<file path="src/rtl/irq_flag_pkg.sv">
package irq_flag_pkg;

    localparam int unsigned ADDR_W = 4;
    localparam int unsigned DATA_W = 8;

    localparam logic [ADDR_W-1:0] A_FLAGS   = 4'hA;
    localparam logic [ADDR_W-1:0] A_MASK    = 4'hB;
    localparam logic [ADDR_W-1:0] A_FAULT_L = 4'hC;
    localparam logic [ADDR_W-1:0] A_FAULT_H = 4'hD;
    localparam logic [ADDR_W-1:0] A_THR_L   = 4'hE;
    localparam logic [ADDR_W-1:0] A_THR_H   = 4'hF;

    localparam int unsigned B_GP   = 7;
    localparam int unsigned B_HALL = 6;
    localparam int unsigned B_LIN  = 5;
    localparam int unsigned B_RSVD = 4;
    localparam int unsigned B_HOT  = 3;
    localparam int unsigned B_UV   = 2;
    localparam int unsigned B_OV   = 1;
    localparam int unsigned B_PSF  = 0;

    // bits held by write-1-to-clear storage in the flag register
    localparam logic [DATA_W-1:0] W1C_BITS = 8'hEE;
    // bits that exist in the mask register
    localparam logic [DATA_W-1:0] MASK_BITS = 8'hEF;

    typedef enum logic [1:0] {
        LIN_RECESSIVE = 2'd0,
        LIN_DOM_COUNT = 2'd1,
        LIN_DOM_LONG  = 2'd2
    } lin_state_t;

endpackage

</file>
<file path="src/rtl/irq_sync_bank.sv">
module irq_sync_bank #(
    parameter int unsigned W       = 1,
    parameter logic        RST_VAL = 1'b0
) (
    input  logic         clk,
    input  logic         rst_n,
    input  logic [W-1:0] d_in,
    output logic [W-1:0] d_out
);
    for (genvar i = 0; i < W; i++) begin : g_bit
        logic meta_q;
        logic stab_q;
        always_ff @(posedge clk or negedge rst_n) begin
            if (!rst_n) begin
                meta_q <= RST_VAL;
                stab_q <= RST_VAL;
            end else begin
                meta_q <= d_in[i];
                stab_q <= meta_q;
            end
        end
        assign d_out[i] = stab_q;
    end
endmodule

</file>
<file path="src/rtl/irq_lin_monitor.sv">
module irq_lin_monitor
    import irq_flag_pkg::*;
#(
    parameter int unsigned CNT_W = 16
) (
    input  logic             clk,
    input  logic             rst_n,
    input  logic             lin_s,
    input  logic [CNT_W-1:0] thr,
    output logic             long_evt,
    output lin_state_t       state
);
    localparam logic [CNT_W-1:0] CNT_MAX = {CNT_W{1'b1}};

    lin_state_t       state_q, state_d;
    logic [CNT_W-1:0] cnt_q, cnt_d;
    logic             dom;

    assign dom   = ~lin_s;
    assign state = state_q;

    // state register
    always_ff @(posedge clk or negedge rst_n) begin
        if (!rst_n) begin
            state_q <= LIN_RECESSIVE;
            cnt_q   <= '0;
        end else begin
            state_q <= state_d;
            cnt_q   <= cnt_d;
        end
    end

    // next state and outputs
    always_comb begin
        state_d  = state_q;
        cnt_d    = cnt_q;
        long_evt = 1'b0;
        unique case (state_q)
            LIN_RECESSIVE: begin
                cnt_d = '0;
                if (dom) begin
                    state_d = LIN_DOM_COUNT;
                    cnt_d   = {{(CNT_W-1){1'b0}}, 1'b1};
                end
            end
            LIN_DOM_COUNT: begin
                if (!dom) begin
                    state_d = LIN_RECESSIVE;
                    cnt_d   = '0;
                end else if (cnt_q > thr) begin
                    state_d = LIN_DOM_LONG;
                end else if (cnt_q != CNT_MAX) begin
                    cnt_d = cnt_q + 1'b1;
                end
            end
            LIN_DOM_LONG: begin
                if (!dom) begin
                    state_d  = LIN_RECESSIVE;
                    cnt_d    = '0;
                    long_evt = 1'b1;
                end
            end
            default: begin
                state_d = LIN_RECESSIVE;
                cnt_d   = '0;
            end
        endcase
    end
endmodule

</file>
<file path="src/rtl/irq_fault_bank.sv">
module irq_fault_bank #(
    parameter int unsigned W = 11
) (
    input  logic         clk,
    input  logic         rst_n,
    input  logic [W-1:0] set_vec,
    input  logic [W-1:0] clr_vec,
    output logic [W-1:0] bits_q,
    output logic         any
);
    for (genvar i = 0; i < W; i++) begin : g_fault
        always_ff @(posedge clk or negedge rst_n) begin
            if (!rst_n)          bits_q[i] <= 1'b0;
            else if (set_vec[i]) bits_q[i] <= 1'b1;
            else if (clr_vec[i]) bits_q[i] <= 1'b0;
        end
    end
    assign any = |bits_q;
endmodule

</file>
<file path="src/rtl/irq_flag_ctrl.sv">
module irq_flag_ctrl
    import irq_flag_pkg::*;
#(
    parameter int unsigned HALL_W  = 2,
    parameter int unsigned FAULT_W = 11,
    parameter int unsigned CNT_W   = 16,
    parameter logic [15:0] THR_RST = 16'd64
) (
    input  logic               clk,
    input  logic               rst_n,
    input  logic               run_mode,
    input  logic               bus_wr,
    input  logic [ADDR_W-1:0]  bus_addr,
    input  logic [DATA_W-1:0]  bus_wdata,
    output logic [DATA_W-1:0]  bus_rdata,
    input  logic               gp_in,
    input  logic [HALL_W-1:0]  hall_in,
    input  logic               lin_rx,
    input  logic               hot_in,
    input  logic               uv_in,
    input  logic               ov_in,
    input  logic [FAULT_W-1:0] fault_evt,
    output logic               irq
);
    localparam int unsigned SYNC_W = 1 + HALL_W + 3 + FAULT_W;

    // synchronized inputs
    logic [SYNC_W-1:0]  sync_out;
    logic               gp_s;
    logic [HALL_W-1:0]  hall_s;
    logic [2:0]         cond_s;   // {hot, uv, ov}
    logic [FAULT_W-1:0] fault_s;
    logic               lin_s;

    irq_sync_bank #(.W(SYNC_W), .RST_VAL(1'b0)) u_sync_lo (
        .clk   (clk),
        .rst_n (rst_n),
        .d_in  ({gp_in, hall_in, hot_in, uv_in, ov_in, fault_evt}),
        .d_out (sync_out)
    );
    assign {gp_s, hall_s, cond_s, fault_s} = sync_out;

    irq_sync_bank #(.W(1), .RST_VAL(1'b1)) u_sync_lin (
        .clk   (clk),
        .rst_n (rst_n),
        .d_in  (lin_rx),
        .d_out (lin_s)
    );

    // write decode
    logic wr_flags, wr_mask, wr_fl, wr_fh, wr_tl, wr_th;
    assign wr_flags = bus_wr && (bus_addr == A_FLAGS);
    assign wr_mask  = bus_wr && (bus_addr == A_MASK);
    assign wr_fl    = bus_wr && (bus_addr == A_FAULT_L);
    assign wr_fh    = bus_wr && (bus_addr == A_FAULT_H);
    assign wr_tl    = bus_wr && (bus_addr == A_THR_L);
    assign wr_th    = bus_wr && (bus_addr == A_THR_H);

    // dominant-time threshold
    logic [15:0] thr_q;
    always_ff @(posedge clk or negedge rst_n) begin
        if (!rst_n) begin
            thr_q <= THR_RST;
        end else begin
            if (wr_tl) thr_q[7:0]  <= bus_wdata;
            if (wr_th) thr_q[15:8] <= bus_wdata;
        end
    end

    // LIN dominant monitor
    logic       lin_long;
    lin_state_t lin_st;
    irq_lin_monitor #(.CNT_W(CNT_W)) u_lin (
        .clk      (clk),
        .rst_n    (rst_n),
        .lin_s    (lin_s),
        .thr      (CNT_W'(thr_q)),
        .long_evt (lin_long),
        .state    (lin_st)
    );

    // edge detection; history follows the input in every mode
    logic              gp_prev;
    logic [HALL_W-1:0] hall_prev;
    always_ff @(posedge clk or negedge rst_n) begin
        if (!rst_n) begin
            gp_prev   <= 1'b0;
            hall_prev <= '0;
        end else begin
            gp_prev   <= gp_s;
            hall_prev <= hall_s;
        end
    end

    // fault register
    logic [15:0]        fault_clr16;
    logic [FAULT_W-1:0] fault_q;
    logic               psf_any;
    assign fault_clr16 = {(wr_fh ? bus_wdata : 8'h00), (wr_fl ? bus_wdata : 8'h00)};

    irq_fault_bank #(.W(FAULT_W)) u_fault (
        .clk     (clk),
        .rst_n   (rst_n),
        .set_vec (fault_s),
        .clr_vec (fault_clr16[FAULT_W-1:0]),
        .bits_q  (fault_q),
        .any     (psf_any)
    );

    // flag register
    logic [DATA_W-1:0] set_vec, clr_vec, flags_q, flag_view;
    always_comb begin
        set_vec         = '0;
        set_vec[B_GP]   = run_mode & (gp_s ^ gp_prev);
        set_vec[B_HALL] = run_mode & (|(hall_s ^ hall_prev));
        set_vec[B_LIN]  = lin_long;
        set_vec[B_HOT]  = cond_s[2];
        set_vec[B_UV]   = cond_s[1];
        set_vec[B_OV]   = cond_s[0];
    end
    assign clr_vec = wr_flags ? bus_wdata : '0;

    for (genvar i = 0; i < DATA_W; i++) begin : g_flag
        if (W1C_BITS[i]) begin : g_w1c
            always_ff @(posedge clk or negedge rst_n) begin
                if (!rst_n)          flags_q[i] <= 1'b0;
                else if (set_vec[i]) flags_q[i] <= 1'b1;
                else if (clr_vec[i]) flags_q[i] <= 1'b0;
            end
        end else begin : g_none
            assign flags_q[i] = 1'b0;
        end
    end
    assign flag_view = flags_q | {{(DATA_W-1){1'b0}}, psf_any};

    // mask register
    logic [DATA_W-1:0] mask_q;
    always_ff @(posedge clk or negedge rst_n) begin
        if (!rst_n)       mask_q <= '0;
        else if (wr_mask) mask_q <= bus_wdata & MASK_BITS;
    end

    // registered request
    always_ff @(posedge clk or negedge rst_n) begin
        if (!rst_n) irq <= 1'b0;
        else        irq <= |(flag_view & mask_q);
    end

    // read mux
    logic [15:0] fault16;
    assign fault16 = 16'(fault_q);
    always_comb begin
        case (bus_addr)
            A_FLAGS:   bus_rdata = flag_view;
            A_MASK:    bus_rdata = mask_q;
            A_FAULT_L: bus_rdata = fault16[7:0];
            A_FAULT_H: bus_rdata = fault16[15:8];
            A_THR_L:   bus_rdata = thr_q[7:0];
            A_THR_H:   bus_rdata = thr_q[15:8];
            default:   bus_rdata = '0;
        endcase
    end
endmodule

</file>
<file path="config.mk">
export PLATFORM = sky130hd
export DESIGN_NAME = irq_flag_ctrl
export DESIGN_NICKNAME = d
export VERILOG_FILES = /design/src/rtl/irq_flag_pkg.sv /design/src/rtl/irq_sync_bank.sv /design/src/rtl/irq_lin_monitor.sv /design/src/rtl/irq_fault_bank.sv /design/src/rtl/irq_flag_ctrl.sv
export SDC_FILE = /design/constraint.sdc
export NUM_CORES = 1
export LEC_CHECK = 0
export BUFFER_PORTS_ARGS = -buffer_cell sky130_fd_sc_hd__buf_4
export CAP_MARGIN = 30
export CELL_PAD_IN_SITES_DETAIL_PLACEMENT = 1
export CELL_PAD_IN_SITES_GLOBAL_PLACEMENT = 1
export CORE_MARGIN = 3
export CORE_UTILIZATION = 42
export CTS_CLUSTER_SIZE = 30
export DETAILED_ROUTE_END_ITERATION = 7
export PLACE_DENSITY = 0.77
export SLEW_MARGIN = 20
export SYNTH_ARGS = -nofsm -noshare
export SYNTH_HDL_FRONTEND = slang
export SYNTH_SLANG_ARGS = --single-unit
</file>
<file path="constraint.sdc">
create_clock -name clk -period 2.1 [get_ports clk]
set_input_delay 0.42 -clock clk [delete_from_list [all_inputs] [get_ports clk]]
set_output_delay 0.42 -clock clk [all_outputs]
set_load 0.02 [all_outputs]
</file>
==> parameters.txt, run 1 <==
Parameter                              Value

Outcome
  Result of the run    finished, violations left
  Violated checks    setup timing

Floorplan
  I/O pin cnt    43
  Width of the die    109 um
  Die Footprint    11900 um2
  Floorplan Core Area    10000 um2
  Chip Height    109 um
  Number of rows created at floorplan    36
  Starting Density    0.442

Timing
  Fin Clk Skew    0.0142 ns
  Minimum hold slack    0.144 ns
  Endpoints failing hold    0
  Setup repair after global routing missed its margin    true
  Final setup fails    21
  Min setup slack post-route    -0.394 ns
  Post-route clock period utilization    1.19
  Slew Limit Fails    0
  Transition at the pin with the smallest max-transition slack    0.510 ns
  Max Freq    401 MHz
  Min cycle time layout    2.49 ns
  Worst max-slew margin expressed relative to the limit    0.659

Final layout
  Final Cell Area    6040 um2
  Area growth, synth to finish    35.8%
  Net count, final    573
  Most common cell after layout, fill and taps aside    sky130_fd_sc_hd__buf_4
  Proportion of layout cells with a drive suffix above 1    0.364
  ANT cells    0
  Top library cells by usage in the layout, fill and taps aside    sky130_fd_sc_hd__buf_4, sky130_fd_sc_hd__dfrtp_1, sky130_fd_sc_hd__nand2_1

Clocking
  Number of buffers added by the clock tree synthesis step    9
  Later-pin clock latency in the skew report    0.38 ns
  Largest buffer count on any clock path    2
  CTS root buffer    sky130_fd_sc_hd__clkbuf_8
  H-tree depth reported by CTS    3
  Post-CTS clock slew at the launch and capture registers of the worst setup and hold paths    0.11 ns
  TritonCTS clock tree    yes
  CTS sink count    98

Synthesis
  Number of flops mapped to enable cells by yosys    0
  Portion of the post-synthesis area used by sequential elements    0.553
  Cell area after synthesis    4440 um2
  Yosys Warn Count    0
  FFs w/ async S/R, synth    1.00
  Post-Syn Area per Cell    10.8 um2
  Cell count after synthesis    412
  Distinct cell type count of the synthesized netlist    53
  Nets in the synthesized netlist    463
  Flip-flop and latch count after synthesis    98
  Fraction of post-synthesis cell area in the top cell type by area    0.535
  Top post-synthesis cells by area    sky130_fd_sc_hd__dfrtp_1, sky130_fd_sc_hd__nand2_1, sky130_fd_sc_hd__ha_1
  Cell type with the highest aggregate area in the netlist    sky130_fd_sc_hd__dfrtp_1
  Dominant register cell in the synthesized netlist    sky130_fd_sc_hd__dfrtp_1

Route
  Post-route DRC violation count    0
  DRT antenna net count    0
  Detailed-route wire length per cell    22.2 um
  Via density per instance    5.91
  WL final    14.6 mm
  Number of violations reported at the end of detailed-routing iteration 0    357
  Iteration count of the initial detailed-routing pass    5
  Vias after detailed routing    3902

Setup path
  Slowest stage cell, crit path    sky130_fd_sc_hd__dfstp_2
  Arrival time at the worst endpoint    2.80 ns
  Cell Chain, Critical Path    inv_1 -> ha_1 -> nand4_1 -> nor4_4 -> a211oi_4 -> buf_4 -> or2_4 -> or3_4 -> a21oi_2
  CP Launch Type    register
  WS Path Type    reg2reg
  Critical path startpoint    thr_q[6]
  Startpoint of the worst-slack reg-to-reg timing path    thr_q[6]
  Crit path max fanout    6
  Nature of the critical path endpoint    register
  Biggest cell delay along the critical path    0.54 ns
  WP data required    2.40 ns

Worst hold path
  Tightest Hold Check Type    in2reg
  Critical hold path startpoint    ov_in

Place
  Post-place instance area    5350 um2
  HPWL after detailed placement    9.67 mm
  Final GP Congestion    0.873
  Count of buffers from port buffering    42

Global routing
  Number of antenna violations at the first check in global routing    0
  Global router's overall resource usage    0.249
  First-pass GRT wire length    22.2 mm
  Largest net degree at the start of global routing    41
  Grt ovf    0
  Vias in the first global route    4192

Power and ir drop
  Largest vdd supply drop    0.376 mV
  Ratio of total power to cell area    727 nW/um2
  Leakage    2.66 nW

Run
  Max Cap Viol    0
-- cells in the mapped netlist (3+ instances only) --
cell and count:
sky130_fd_sc_hd__o211ai_1 4, sky130_fd_sc_hd__or3_1 5, sky130_fd_sc_hd__buf_2 4, sky130_fd_sc_hd__a32o_1 3, sky130_fd_sc_hd__inv_1 24, sky130_fd_sc_hd__nor2_1 10
sky130_fd_sc_hd__a22oi_1 8, sky130_fd_sc_hd__dfrtp_1 95, sky130_fd_sc_hd__ha_1 17, sky130_fd_sc_hd__clkbuf_1 9, sky130_fd_sc_hd__a32oi_1 3, sky130_fd_sc_hd__a21o_1 16
sky130_fd_sc_hd__nor4_1 6, sky130_fd_sc_hd__nand3_1 20, sky130_fd_sc_hd__nand4_1 6, sky130_fd_sc_hd__o311ai_0 3, sky130_fd_sc_hd__xor2_1 3, sky130_fd_sc_hd__mux2i_1 7
sky130_fd_sc_hd__o21ai_0 23, sky130_fd_sc_hd__nand2_1 68, sky130_fd_sc_hd__dfstp_2 3, sky130_fd_sc_hd__mux4_2 4, sky130_fd_sc_hd__nor3_1 12, sky130_fd_sc_hd__a21oi_1 11
sky130_fd_sc_hd__mux2_2 8
-- logic make-up (layout without fill, tap and decap cells) --
kind of cell	count (synthesis)	count (layout)	synth area share
AOI/OAI and AO/OA	91	91	0.147
xor gates and xnor gates	3	3	0.00591
adders and majority gates	17	17	0.0479
buffers and inverters	39	154	0.0349
DFF	98	98	0.553
muxes	19	19	0.0563
and+or+nand+nor	145	145	0.155
-- registers in the layout, summed over array words and instances (netlist names) --
register,cells
u_sync_lin.g_bit.meta_q,1
mask_q,7
hall_prev,2
irq,1
u_lin.cnt_q,16
thr_q,16
u_sync_lin.d_out,1
u_sync_lo.g_bit.meta_q,17
flags_q,6
u_lin.state,2
u_sync_lo.g_bit.stab_q,17
u_fault.bits_q,11
gp_prev,1
-- path summary, 6_finish.rpt --
kind	cells past startpoint	slack, ns	to
worst max-delay path	9	-0.39	u_lin.state[1]
worst min-delay path	1	0.14	u_sync_lo.g_bit[11].meta_q
worst max register to register	9	-0.39	u_lin.state[1]
worst min register to register	0	0.36	u_sync_lo.g_bit[14].stab_q
max in group asynchronous	3	0.93	thr_q[6]
min in group asynchronous	2	0.54	u_fault.bits_q[0]
-- stage by stage --
step	instances	total power, mW	setup slack [ns]	setup TNS (ns)	util
after CTS	655	4.33	-0.324	-4.38	0.580
after global routing	660	4.58	-0.485	-8.09	0.601
after global placement	629	2.82	-0.267	-3.19	0.532
final	660	4.39	-0.394	-6.42	0.601
after detailed placement	629	2.87	-0.412	-5.17	0.532
after floorplan	412	2.48	-0.157	-0.882	-
-- critical path: cells and delay by family, from the launching register on --
family,cells,cell delay (ns)
compound gates,2,0.22
fa+ha+maj,1,0.31
buf+inv,2,0.21
flops,1,0.54
simple gates,4,1.13
-- what timing repair did --
action / CTS / global route
setup buffers: 9 / 5
hold buffers: 1 / 0
pin swaps: 34 / 17
setup endpoints to repair: 21 / 22
gates resized for setup: 37 / 30
endpoints found under the hold margin: 5 / 0
-- layout make-up --
cell class,instances,area [um2]
Clock buffer,10,128
Clock inverter,6,96.3
Fill cell,1066,4010
Inverter,24,90.1
Multi-Input combinational cell,275,2140
Sequential cell,98,2460
Tap cell,133,166
Timing Repair Buffer,114,958
-- report_power, final --
group / switching (mW) / internal, mW
clock network: 0.727 / 0.689
registers: 0.0976 / 2.04
logic: 0.435 / 0.394
-- metal layers --
layer | vias to the layer above | part of all wire | wire, um | global-route usage
met4 | 0 | 0.031 | 456 | 0.0884
met1 | 2029 | 0.42 | 6100 | 0.329
met5 | - | 0 | 0 | 0
met3 | 41 | 0.046 | 670 | 0.0497
met2 | 129 | 0.51 | 7400 | 0.410
li1 | 1703 | - | - | -
No activity file was read; power rests on OpenSTA's default activity.
==> run 2, diff against run 1 <==
Settings changed: BUFFER_PORTS_ARGS -buffer_cell sky130_fd_sc_hd__buf_4 to default, CORE_UTILIZATION 42 to 45, DONT_BUFFER_PORTS from default to 1, PLACE_DENSITY 0.77 to 0.79, SETUP_SLACK_MARGIN from default to 0.3.
==> parameters.txt, run 2 (synthesis gave the netlist of run 1 again) <==
Parameter                              Value

Global routing
  Number of antenna violations at the first check in global routing    0 (unchanged)
  Grt ovf    0 (unchanged)
  First-pass GRT wire length    24.1 mm (was 22.2 mm)
  Global router's overall resource usage    0.283 (was 0.249)
  Largest net degree at the start of global routing    99 (was 41)
  Vias in the first global route    4167 (was 4192)

Clocking
  CTS root buffer    sky130_fd_sc_hd__clkbuf_8 (unchanged)
  H-tree depth reported by CTS    3 (unchanged)
  Largest buffer count on any clock path    2 (unchanged)
  CTS sink count    98 (unchanged)
  TritonCTS clock tree    yes (unchanged)
  Number of buffers added by the clock tree synthesis step    9 (unchanged)
  Post-CTS clock slew at the launch and capture registers of the worst setup and hold paths    0.12 ns (was 0.11 ns)
  Later-pin clock latency in the skew report    0.39 ns (was 0.38 ns)

Setup path
  WP buf/inv    2 (unchanged)
  WP data required    2.36 ns (was 2.40 ns)
  Slowest stage cell, crit path    sky130_fd_sc_hd__dfrtp_2 (was sky130_fd_sc_hd__dfstp_2)
  Arrival time at the worst endpoint    2.77 ns (was 2.80 ns)
  CP Launch Type    register (unchanged)
  Nature of the critical path endpoint    register (unchanged)
  Cell Chain, Critical Path    ha_4 -> nand4_1 -> nor2_2 -> buf_4 -> and4_1 -> a211oi_4 -> or2_4 -> buf_6 -> a32oi_2 -> nand2_1 (was inv_1 -> ha_1 -> nand4_1 -> nor4_4 -> a211oi_4 -> buf_4 -> or2_4 -> or3_4 -> a21oi_2)
  WS Path Type    reg2reg (unchanged)
  Crit path max-delay family    simple AND/OR/NAND/NOR gates (unchanged)
  Biggest cell delay along the critical path    0.47 ns (was 0.54 ns)
  Crit path max fanout    5 (was 6)

Timing
  Max Freq    398 MHz (was 401 MHz)
  Final setup fails    23 (was 21)
  Post-route clock period utilization    1.20 (was 1.19)
  Minimum hold slack    -0.287 ns (was 0.144 ns)
  Worst max-slew margin expressed relative to the limit    0.549 (was 0.659)
  Min setup slack post-route    -0.414 ns (was -0.394 ns)
  Slew Limit Fails    0 (unchanged)
  Fin Clk Skew    0.0226 ns (was 0.0142 ns)
  Endpoints failing hold    98 (was 0)
  Min cycle time layout    2.51 ns (was 2.49 ns)
  Aggregate negative setup slack    -6.54 ns (was -6.42 ns)
  Transition at the pin with the smallest max-transition slack    0.675 ns (was 0.510 ns)
  Setup repair after global routing missed its margin    true (unchanged)

Route
  Vias after detailed routing    3934 (was 3902)
  WL final    16.2 mm (was 14.6 mm)
  Post-route DRC violation count    0 (unchanged)
  Detailed-route wire length per cell    26.2 um (was 22.2 um)
  Iteration count of the initial detailed-routing pass    5 (unchanged)
  DRT antenna net count    0 (unchanged)
  Via density per instance    6.36 (was 5.91)
  Number of violations reported at the end of detailed-routing iteration 0    385 (was 357)

Floorplan
  Floorplan Core Area    9420 um2 (was 10000 um2)
  Die Footprint    11100 um2 (was 11900 um2)
  I/O pin cnt    43 (unchanged)
  Starting Density    0.472 (was 0.442)
  Width of the die    105 um (was 109 um)
  Number of rows created at floorplan    35 (was 36)
  Chip Height    105 um (was 109 um)

Place
  Cell count after placement    574 (was 629)
  Final GP Congestion    0.900 (was 0.873)
  Count of buffers from port buffering    0 (was 42)
  HPWL after detailed placement    9.18 mm (was 9.67 mm)

Power and ir drop
  Largest vdd supply drop    0.668 mV (was 0.376 mV)
  Ratio of total power to cell area    731 nW/um2 (was 727 nW/um2)
  Leakage    2.48 nW (was 2.66 nW)
  Final Total Pwr    4.24 mW (was 4.39 mW)

Final layout
  Largest registers    u_sync_lo.g_bit.meta_q (17), u_sync_lo.g_bit.stab_q (17) (unchanged)
  Top library cells by usage in the layout, fill and taps aside    sky130_fd_sc_hd__dfrtp_1, sky130_fd_sc_hd__nand2_1, sky130_fd_sc_hd__buf_4 (was sky130_fd_sc_hd__buf_4, sky130_fd_sc_hd__dfrtp_1, sky130_fd_sc_hd__nand2_1)
  Most common cell after layout, fill and taps aside    sky130_fd_sc_hd__dfrtp_1 (was sky130_fd_sc_hd__buf_4)
  Proportion of layout cells with a drive suffix above 1    0.367 (was 0.364)
  Area growth, synth to finish    30.7% (was 35.8%)
  Final Instance Count excl. Fillers    619 (was 660)
  ANT cells    0 (unchanged)
  Net count, final    536 (was 573)
  Post-route core utilization    0.617 (was 0.601)

Outcome
  Violated checks    hold timing, setup timing (was setup timing)
  Result of the run    finished, violations left (unchanged)

Run
  Max Cap Viol    0 (unchanged)

Worst hold path
  Tightest Hold Check Type    in2async (was in2reg)
[run 2: cell count changes in the layout (fill, tap and decap cells not counted), moves of 3 or more]
cell	before	now
sky130_fd_sc_hd__buf_4	98	59
sky130_fd_sc_hd__inv_2	2	7
sky130_fd_sc_hd__ha_4	4	8
sky130_fd_sc_hd__a21oi_1	9	6
sky130_fd_sc_hd__nand3_2	2	5
sky130_fd_sc_hd__buf_6	10	17
sky130_fd_sc_hd__nand2_4	0	3
sky130_fd_sc_hd__buf_12	5	1
sky130_fd_sc_hd__inv_1	22	17
sky130_fd_sc_hd__ha_1	13	9
sky130_fd_sc_hd__clkinv_4	0	3
[run 2: worst reg2reg max path, cell delays in order (launching register included)]
cell and delay, ns:
sky130_fd_sc_hd__dfrtp_2 0.47, sky130_fd_sc_hd__ha_4 0.28, sky130_fd_sc_hd__nand4_1 0.20, sky130_fd_sc_hd__nor2_2 0.26, sky130_fd_sc_hd__buf_4 0.15, sky130_fd_sc_hd__and4_1 0.24, sky130_fd_sc_hd__a211oi_4 0.08, sky130_fd_sc_hd__or2_4 0.29
sky130_fd_sc_hd__buf_6 0.15, sky130_fd_sc_hd__a32oi_2 0.17, sky130_fd_sc_hd__nand2_1 0.11
[run 2: metrics by stage]
stage	worst slack, ns	cell area, um2	hold slack, ns
finish	-0.414	5810	-0.287
global route	-0.468	5810	-0.326
CTS	-0.296	5560	-0.287
detailed placement	-0.365	4940	0.127
global placement	-0.292	4940	0.126
floorplan	-0.157	4480	0.124
[run 2: repair_timing]
item,in CTS,in global routing
endpoints found under the setup margin,25,26
resized for setup,63,31
endpoints found under the hold margin,98,98
buffers inserted,16,13
pin swaps,38,15
[run 2: where the power goes]
group	internal, mW	switching [mW]
Combinational	0.379	0.429
Clock	0.474	0.783
Sequential	2.05	0.132
[run 2: path summary, 6_finish.rpt]
| kind | start | to | slack, ns | depth (start not counted) |
|---|---|---|---|---|
| max | u_lin.cnt_q[14] | u_lin.cnt_q[10] | -0.41 | 10 |
| min | rst_n | irq | -0.29 | 0 |
| max reg2reg | u_lin.cnt_q[14] | u_lin.cnt_q[10] | -0.41 | 10 |
| min reg2reg | u_sync_lo.g_bit[8].meta_q | u_sync_lo.g_bit[8].stab_q | 0.36 | 0 |
| max in group asynchronous | rst_n | thr_q[6] | 2.12 | 0 |
| min in group clk | lin_rx | u_sync_lin.g_bit[0].meta_q | 0.03 | 0 |
[run 2: routing by layer]
metal,part of all wire,track usage
met5,0,0
met4,0.051,0.107
met3,0.068,0.0551
met2,0.50,0.497
met1,0.38,0.344
[run 2: final cells by class]
type	instances	area (um2)
Sequential cell	98	2460
Clock inverter	7	81.3
Fill cell	966	3610
Multi-Input combinational cell	275	2240
Tap cell	129	161
Timing Repair Buffer	77	654
Clock buffer	9	124
Inverter	24	90.1
==> run 3, diff against run 2 <==
==> constraint.sdc (replaced) <==
create_clock -name clk -period 2.1 [get_ports clk]
set_input_delay 0.42 -clock clk [delete_from_list [all_inputs] [get_ports clk]]
set_output_delay 0.42 -clock clk [all_outputs]
set_load 0.01 [all_outputs]
==> parameters.txt, run 3 (synthesis gave the netlist of run 1 again) <==
Parameter                              Value

Floorplan
  Number of rows created at floorplan    35 (unchanged)
  Chip Height    105 um (unchanged)
  Floorplan Core Area    9420 um2 (unchanged)
  Starting Density    0.472 (unchanged)
  Width of the die    105 um (unchanged)
  I/O pin cnt    43 (unchanged)
  Die Footprint    11100 um2 (unchanged)

Timing
  Slew Limit Fails    0 (unchanged)
  Aggregate negative setup slack    -8.28 ns (was -6.54 ns)
  Min cycle time layout    2.64 ns (was 2.51 ns)
  Minimum hold slack    -0.279 ns (was -0.287 ns)
  Final setup fails    21 (was 23)
  Min setup slack post-route    -0.541 ns (was -0.414 ns)
  Fin Clk Skew    0.0202 ns (was 0.0226 ns)
  Max Freq    379 MHz (was 398 MHz)
  Transition at the pin with the smallest max-transition slack    0.519 ns (was 0.675 ns)
  Setup repair after global routing missed its margin    true (unchanged)
  Post-route clock period utilization    1.26 (was 1.20)
  Endpoints failing hold    98 (unchanged)
  Worst max-slew margin expressed relative to the limit    0.652 (was 0.549)

Power and ir drop
  Final Total Pwr    4.10 mW (was 4.24 mW)
  Internal Dissipation    2.86 mW (was 2.90 mW)
  Largest vdd supply drop    0.845 mV (was 0.668 mV)
  Relative contribution of combinational cells to total power    0.176 (was 0.191)
  Leakage    2.45 nW (was 2.48 nW)
  Clock share of power    0.299 (was 0.296)
  Ratio of total power to cell area    732 nW/um2 (was 731 nW/um2)
  Seq pwr share    0.525 (was 0.513)
  Switching fraction of total power    0.302 (was 0.317)
  Net load switching power    1.24 mW (was 1.34 mW)

Place
  Final GP Congestion    0.856 (was 0.900)
  Post-placement setup slack    -0.448 ns (was -0.365 ns)
  Cell count after placement    575 (was 574)
  Count of buffers from port buffering    0 (unchanged)
  HPWL after detailed placement    8.60 mm (was 9.18 mm)
  Post-place instance area    4920 um2 (was 4940 um2)

Final layout
  Post-route core utilization    0.595 (was 0.617)
  Fill cell total of the finished layout    997 (was 966)
  Area growth, synth to finish    26.2% (was 30.7%)
  Multi-input combinational cell area    2070 um2 (was 2240 um2)
  Final Cell Area    5610 um2 (was 5810 um2)
  Most common cell after layout, fill and taps aside    sky130_fd_sc_hd__dfrtp_1 (unchanged)
  Largest registers    u_sync_lo.g_bit.meta_q (17), u_sync_lo.g_bit.stab_q (17) (unchanged)
  Top library cells by usage in the layout, fill and taps aside    sky130_fd_sc_hd__dfrtp_1, sky130_fd_sc_hd__nand2_1, sky130_fd_sc_hd__buf_4 (unchanged)
  ANT cells    0 (unchanged)
  Final Instance Count excl. Fillers    617 (was 619)
  Proportion of layout cells with a drive suffix above 1    0.316 (was 0.367)
  Register Area    2460 um2 (about the same)
  Net count, final    534 (was 536)

Global routing
  Grt ovf    0 (unchanged)
  First-pass GRT wire length    21.6 mm (was 24.1 mm)
  Global router's overall resource usage    0.253 (was 0.283)
  Vias in the first global route    4014 (was 4167)
  Largest net degree at the start of global routing    99 (unchanged)
  Number of antenna violations at the first check in global routing    0 (unchanged)

Setup path
  Nature of the critical path endpoint    register (unchanged)
  Crit path max fanout    5 (unchanged)
  CP Launch Type    register (unchanged)
  Arrival time at the worst endpoint    2.93 ns (was 2.77 ns)
  WS Path Type    reg2reg (unchanged)
  WP data required    2.39 ns (was 2.36 ns)

Clocking
  Largest buffer count on any clock path    2 (unchanged)
  H-tree depth reported by CTS    3 (unchanged)
  CTS root buffer    sky130_fd_sc_hd__clkbuf_8 (unchanged)
  Number of buffers added by the clock tree synthesis step    9 (unchanged)
  Post-CTS clock slew at the launch and capture registers of the worst setup and hold paths    0.12 ns (about the same)
  TritonCTS clock tree    yes (unchanged)
  CTS sink count    98 (unchanged)
  Later-pin clock latency in the skew report    0.37 ns (was 0.39 ns)

Route
  WL final    14.3 mm (was 16.2 mm)
  DRT antenna net count    0 (unchanged)
  Number of violations reported at the end of detailed-routing iteration 0    323 (was 385)
  Via density per instance    6.11 (was 6.36)
  Detailed-route wire length per cell    23.2 um (was 26.2 um)
  Post-route DRC violation count    0 (unchanged)
  Iteration count of the initial detailed-routing pass    5 (unchanged)
  Vias after detailed routing    3770 (was 3934)

Outcome
  Violated checks    hold timing, setup timing (unchanged)
  Result of the run    finished, violations left (unchanged)

Worst hold path
  Tightest Hold Check Type    in2async (unchanged)

Run
  Max Cap Viol    0 (unchanged)
==> run 3: changes by cell type in the layout (fill, tap and decap cells not counted), sizes merged <==
cell and delta:
buf -3, nor2 +1
==> run 3: final cells by class <==
type	count	area share
clock buffers	9	0.0221
clock inverters	7	0.0145
inverters	24	0.0161
multi-input cells	276	0.370
flip-flops and latches	98	0.438
well taps	129	0.0288
repair buffers	74	0.110
==> run 3: critical path, stage by stage, from the launching register on <==
cell and delay (ns):
sky130_fd_sc_hd__dfrtp_1 0.43, sky130_fd_sc_hd__ha_4 0.30, sky130_fd_sc_hd__nand4_1 0.19, sky130_fd_sc_hd__buf_4 0.21
sky130_fd_sc_hd__nor2_4 0.11, sky130_fd_sc_hd__nand3_2 0.11, sky130_fd_sc_hd__nor4_4 0.35, sky130_fd_sc_hd__buf_6 0.18
sky130_fd_sc_hd__nor2_4 0.06, sky130_fd_sc_hd__or4_4 0.53, sky130_fd_sc_hd__o21ai_1 0.10
==> run 3: worst paths after layout <==
check,end,start,slack [ns],cells after the start
setup / recovery,u_lin.cnt_q[3],u_lin.cnt_q[15],-0.54,10
hold / removal,u_sync_lo.g_bit[8].meta_q,rst_n,-0.28,0
setup reg to reg,u_lin.cnt_q[3],u_lin.cnt_q[15],-0.54,10
hold reg to reg,u_sync_lo.g_bit[12].stab_q,u_sync_lo.g_bit[12].meta_q,0.35,0
max in group asynchronous,thr_q[6],rst_n,2.17,0
min in group clk,u_sync_lin.g_bit[0].meta_q,lin_rx,0.04,0
==> run 3: timing repair <==
| action | CTS | global route |
|---|---|---|
| pin swaps | 25 | 9 |
| setup buffers | 20 | 5 |
| gates resized for setup | 40 | 27 |
| gates cloned | 1 | 0 |
| setup endpoints to repair | 23 | 26 |
| endpoints found under the hold margin | 98 | 98 |
==> run 3: power groups by stage <==
stage	Sequential, mW	Combinational [mW]	Clock (mW)
2_1_floorplan	2.14	0.329	0
3_3_place_gp	2.16	0.495	0
3_5_place_dp	2.17	0.536	0
4_1_cts	2.14	0.625	1.27
5_1_grt	2.17	0.768	1.35
6_report	2.15	0.721	1.23
==> run 3: layer usage <==
| metal | global-route usage | vias to the layer above | wire [um] |
|---|---|---|---|
| li1 | - | 1626 | - |
| met1 | 0.318 | 1940 | 5900 |
| met2 | 0.420 | 159 | 7100 |
| met3 | 0.0563 | 45 | 836 |
| met4 | 0.107 | 0 | 508 |
| met5 | 0 | - | 0 |
